`config.mk`:
```
export PLATFORM = sky130hd
export DESIGN_NAME = eagu
export DESIGN_NICKNAME = d
export VERILOG_FILES = /design/src/rtl/eagu.sv
export SDC_FILE = /design/constraint.sdc
export NUM_CORES = 1
export LEC_CHECK = 0
export CAP_MARGIN = 20
export CORE_UTILIZATION = 30
export CTS_CLUSTER_DIAMETER = 200
export DETAILED_ROUTE_END_ITERATION = 12
export SYNTH_ARGS = -nofsm -noshare
export SYNTH_HDL_FRONTEND = slang
export SYNTH_SLANG_ARGS = --single-unit
export TNS_END_PERCENT = 1
```
`constraint.sdc`:
```
create_clock -name clk -period 5.6 [get_ports clk]
set_input_delay 1.12 -clock clk [delete_from_list [all_inputs] [get_ports clk]]
set_output_delay 1.12 -clock clk [all_outputs]
set_load 0.02 [all_outputs]
```
`src/rtl/eagu.sv`:
```
module eagu #(
  parameter int DW     = 32,
  parameter int RW     = 3,
  parameter int DSW    = 16,
  parameter int STEP   = 4,
  parameter int NARROW = 24,
  parameter int WIDE   = 31
) (
  input  logic          clk,
  input  logic          rst_n,
  input  logic          in_valid,
  input  logic [2:0]    mode,
  input  logic          wide,
  input  logic          step_from_disp,
  input  logic [RW-1:0] base_idx,
  input  logic [DW-1:0] base_val,
  input  logic [DW-1:0] index_val,
  input  logic [DSW-1:0] disp,
  output logic          busy,
  output logic          mem_req,
  output logic [DW-1:0] mem_addr,
  input  logic          mem_ack,
  input  logic [DW-1:0] mem_rdata,
  output logic          out_valid,
  output logic [DW-1:0] out_ea,
  output logic          out_mem,
  output logic          out_imm,
  output logic [DW-1:0] out_opnd,
  output logic          wb_en,
  output logic [RW-1:0] wb_idx,
  output logic [DW-1:0] wb_val
);

  localparam logic [DW-1:0] MASK_N = {DW{1'b1}} >> (DW - NARROW);
  localparam logic [DW-1:0] MASK_W = {DW{1'b1}} >> (DW - WIDE);

  localparam logic [2:0] M_REG  = 3'b000;
  localparam logic [2:0] M_IMM  = 3'b001;
  localparam logic [2:0] M_ABS  = 3'b010;
  localparam logic [2:0] M_IND  = 3'b011;
  localparam logic [2:0] M_PRED = 3'b100;
  localparam logic [2:0] M_POST = 3'b101;
  localparam logic [2:0] M_IDX  = 3'b110;
  localparam logic [2:0] M_MIND = 3'b111;

  logic [DW-1:0] dext, step, msk, hold_msk;
  logic [DW-1:0] n_ea, n_opnd, n_wbv;
  logic          n_mem, n_imm, n_wb;
  logic          accept;

  assign dext   = {{(DW-DSW){disp[DSW-1]}}, disp};
  assign step   = step_from_disp ? dext : DW'(STEP);
  assign msk    = wide ? MASK_W : MASK_N;
  assign accept = in_valid && !mem_req;
  assign busy   = mem_req;

  always_comb begin
    n_ea   = '0;
    n_opnd = '0;
    n_wbv  = '0;
    n_mem  = 1'b1;
    n_imm  = 1'b0;
    n_wb   = 1'b0;
    case (mode)
      M_REG:  begin n_mem = 1'b0; n_opnd = base_val; end
      M_IMM:  begin n_mem = 1'b0; n_imm = 1'b1; n_opnd = dext; end
      M_ABS:  n_ea = dext & msk;
      M_IND:  n_ea = base_val & msk;
      M_PRED: begin
        n_ea  = (base_val - step) & msk;
        n_wb  = 1'b1;
        n_wbv = n_ea;
      end
      M_POST: begin
        n_ea  = base_val & msk;
        n_wb  = 1'b1;
        n_wbv = (base_val + step) & msk;
      end
      M_IDX:  n_ea = (base_val + index_val + dext) & msk;
      default: n_ea = (base_val + dext) & msk;
    endcase
  end

  always_ff @(posedge clk) begin
    if (!rst_n) begin
      out_valid <= 1'b0;
      out_ea    <= '0;
      out_mem   <= 1'b0;
      out_imm   <= 1'b0;
      out_opnd  <= '0;
      wb_en     <= 1'b0;
      wb_idx    <= '0;
      wb_val    <= '0;
      mem_req   <= 1'b0;
      mem_addr  <= '0;
      hold_msk  <= '0;
    end else begin
      out_valid <= 1'b0;
      wb_en     <= 1'b0;
      if (accept && mode != M_MIND) begin
        out_valid <= 1'b1;
        out_ea    <= n_ea;
        out_mem   <= n_mem;
        out_imm   <= n_imm;
        out_opnd  <= n_opnd;
        wb_en     <= n_wb;
        wb_idx    <= base_idx;
        wb_val    <= n_wbv;
      end
      if (accept && mode == M_MIND) begin
        mem_req  <= 1'b1;
        mem_addr <= n_ea;
        hold_msk <= msk;
      end
      if (mem_req && mem_ack) begin
        mem_req   <= 1'b0;
        out_valid <= 1'b1;
        out_ea    <= mem_rdata & hold_msk;
        out_mem   <= 1'b1;
        out_imm   <= 1'b0;
        out_opnd  <= '0;
      end
    end
  end

endmodule

```
==> flow_summary.yaml <==
status:
  outcome: "finished, final reports clean"
worst_setup_path:
  critPathKind: "in -> reg"
  cp_num_buf_inv: 5
  regToRegSetupSlack_ns: 3.06
  arrival_ns: 5.29
  path_max_fanout: 4
  r2r_start: "busy"
  worstPathRequired_ns: 5.96
  path_depth: 18
  cp_slowest_cell: "fa_1"
  r2r_cells: 6
  worstSetupStartpointType: "input pin"
  cp_cell_sequence: "clkdlybuf4s50_1, inv_1, fa_1, inv_1, ha_1, inv_1, fa_1, nand2b_1, a211oi_2, nor4_4, o31ai_4, nand2_1, o21ai_0, xnor2_1, o21ai_0, a2111oi_0, buf_4, nor4_1"
  end_kind: "flop"
  critical_path.startpoint: "base_val[1]"
  slowest_delay_ns: 0.48
  critPathTopFamily: "compound AO/OA/AOI/OAI gates"
  worst_path_most_repeated_cell: "inv_1"
drt:
  met1_length_um: 26400
  route.met2.wl_um: 23400
  routed.top_layer: "met5"
  routedWlPerCell_um: 20.9
  vias: 14338
  viasPerCell: 5.45
  drcViolationCount: 0
  ant_nets: 0
  wirelength_um: 55000
  drt-initial-drc-count: 1256
  wl_met3_um: 3920
  first_pass_iters: 5
cells_and_area:
  final_cell_mix: "clkdlybuf4s50_1 (254), a21oi_1 (217), nor2_1 (196)"
  layout_commonest_cell: "clkdlybuf4s50_1"
  fill_cells: 4649
  nets: 2299
  drive_gt1_frac: 0.0880
  final_cells: 2629
  area_growth_pct: 31.0
  fin_util: 0.398
  seq_area_um2: 2700
  multi_input_comb_area_um2: 10000
place:
  port_buffers: 255
  place_congestion: 0.925
  place_hpwl_um: 44800
  place_inst: 2595
timing:
  slew_headroom: 0.413
  finalHoldViolCount: 0
  fmax_mhz: 203
  period_share: 0.880
  holdWs_ns: 0.455
  skew_ns: 0.0104
  rsz0062_at_grt: "no"
  max_slew.worst_pin.slew_ns: 0.880
  period_needed_ns: 4.93
  final-setup-viol-count: 0
  setup_tns_ns: 0
  drv_slew: 0
min_path:
  min_path_cells: 2
  min_from: "wb_val[6]"
  hold_path.class: "reg -> reg"
global_routing:
  grt_pass1_wl_um: 82300
  grt_overflow: 0
  track_usage: 0.241
  antenna_found_initial: 5
  grt_pass1_vias: 13705
  grt_max_degree: 34
floorplan:
  die_h_um: 213
  start_util: 0.304
  ios: 261
  die_w_um: 213
  core_um2: 44100
  core.rowCount: 77
  die_area_um2: 45500
pwr:
  switching_power_mw: 1.57
  p_leak_nw: 6.88
  p_per_area_nw_per_um2: 230
  p_clk_frac: 0.314
  vdd_drop_max_mv: 0.201
  p_sw_frac: 0.389
  p_comb_frac: 0.433
  p_int_mw: 2.47
  p_seq_frac: 0.253
logic_synthesis:
  synth_top_area_share: 0.202
  ys_warn_count: 0
  synth_area_leader_cell: "dfxtp_1"
  synth-edff-count: 0
  synth.avg_cell_area_um2: 7.59
  ys_seq_elements: 135
  synth_area_um2: 13400
  async_flop_share: 0
  synthTopCellsByArea: "dfxtp_1 (20%), ha_1 (11%), a21oi_1 (8.1%)"
  synth.distinct_cells: 102
  syn_inst: 1766
  ys.flop_type: "dfxtp_1"
  seq_area_frac_synth: 0.202
clock_tree:
  htreeDepth: 4
  ctsHoldBuffers: 0
  clock_latency_ns: 0.48
  clk_pin_slew_worst_paths_ns: 0.07
  post_cts_resized: 0
  cts_root_buffer: "clkbuf_16"
  cts_tree: "done"
  cts_buffer_depth: 2
  cts.repair_timing.setup_buffer_count: 0
  clock-sinks: 135
  cts-buffers-inserted: 17
flow_run:
  drv_cap: 0
-- sequential cells by signal, summed over array words and instances (netlist names) --
| register | cells |
|---|---|
| out_mem | 1 |
| out_ea | 31 |
| wb_idx | 3 |
| wb_en | 1 |
| busy | 1 |
| out_valid | 1 |
| wb_val | 31 |
| out_opnd | 32 |
| mem_addr | 31 |
| out_imm | 1 |
| hold_msk | 2 |
-- path summary, 6_finish.rpt --
check | to
worst max register to register | wb_val[29]
worst min register to register | wb_val[6]
worst min-delay path | wb_val[6]
worst max-delay path | out_ea[23]
-- layer usage --
metal	vias to the layer above	GRT usage
li1	6975	-
met1	6782	0.338
met2	514	0.365
met3	65	0.0488
met4	2	0.0788
met5	-	0
-- power groups by stage --
stage                     Combinational [mW]  Clock (mW)  Sequential, mW
after floorplan                         1.06           0            1.08
after global placement                  1.71           0            1.04
after detailed placement                1.72           0            1.04
after CTS                               1.73        1.30            1.02
after global routing                    1.91        1.34            1.03
final                                   1.75        1.27            1.02
-- worst min-delay path: cells and delay by family (launching register included) --
family	cells	cell delay [ns]
flops	1	0.33
compound gates	1	0.05
simple gates	1	0.04
-- Yosys cell counts (all sizes together), types with 5 or more instances --
cell and number:
fa 34, o21bai 17, nor3 31, mux2i 8
and2 10, or2 5, o21ai 148, and3 16
a21boi 5, ha 119, nand2 162, a32o 7
dfxtp 135, nor2 201, o2111ai 5, o221ai 11
o22ai 10, a21o 31, clkbuf 76, a31oi 21
o21a 20, buf 32, inv 63, nand4 14
a311oi 7, o31ai 17, xnor2 59, or3 10
a21oi 223, o211ai 25, nor4 9, nand3 26
a22oi 30, nor2b 18, a32oi 10, nand2b 12
a221o 6, a221oi 9, a211oi 28, a22o 7
xor2 32, a2bb2oi 5, a2111oi 5
-- through the flow --
stage	cell area [um^2]	setup slack (ns)	total power, mW
floorplan	13400	1.21	2.14
global placement	16900	0.179	2.76
detailed placement	16900	0.233	2.77
CTS	17600	0.738	4.06
global route	17600	0.423	4.27
finish	17600	0.670	4.04
-- final cells by class --
class,instances,area share
Multi-Input combinational cell,1461,0.570
Timing Repair Buffer,343,0.183
Sequential cell,135,0.154
Tap cell,592,0.0422
Clock buffer,18,0.0244
Inverter,64,0.0137
Clock inverter,14,0.0119
Antenna cell,2,0.000285
-- cells by family after synthesis --
| kind of cell | Yosys count | share of synthesized area |
|---|---|---|
| compound gates | 674 | 0.333 |
| simple gates | 526 | 0.177 |
| buf+inv | 172 | 0.0544 |
| flops | 135 | 0.202 |
| fa+ha+maj | 157 | 0.165 |
| mux | 10 | 0.00850 |
| other cells | 1 | 0.000280 |
| xor+xnor | 91 | 0.0600 |
Power figures use the tool's default switching activity.
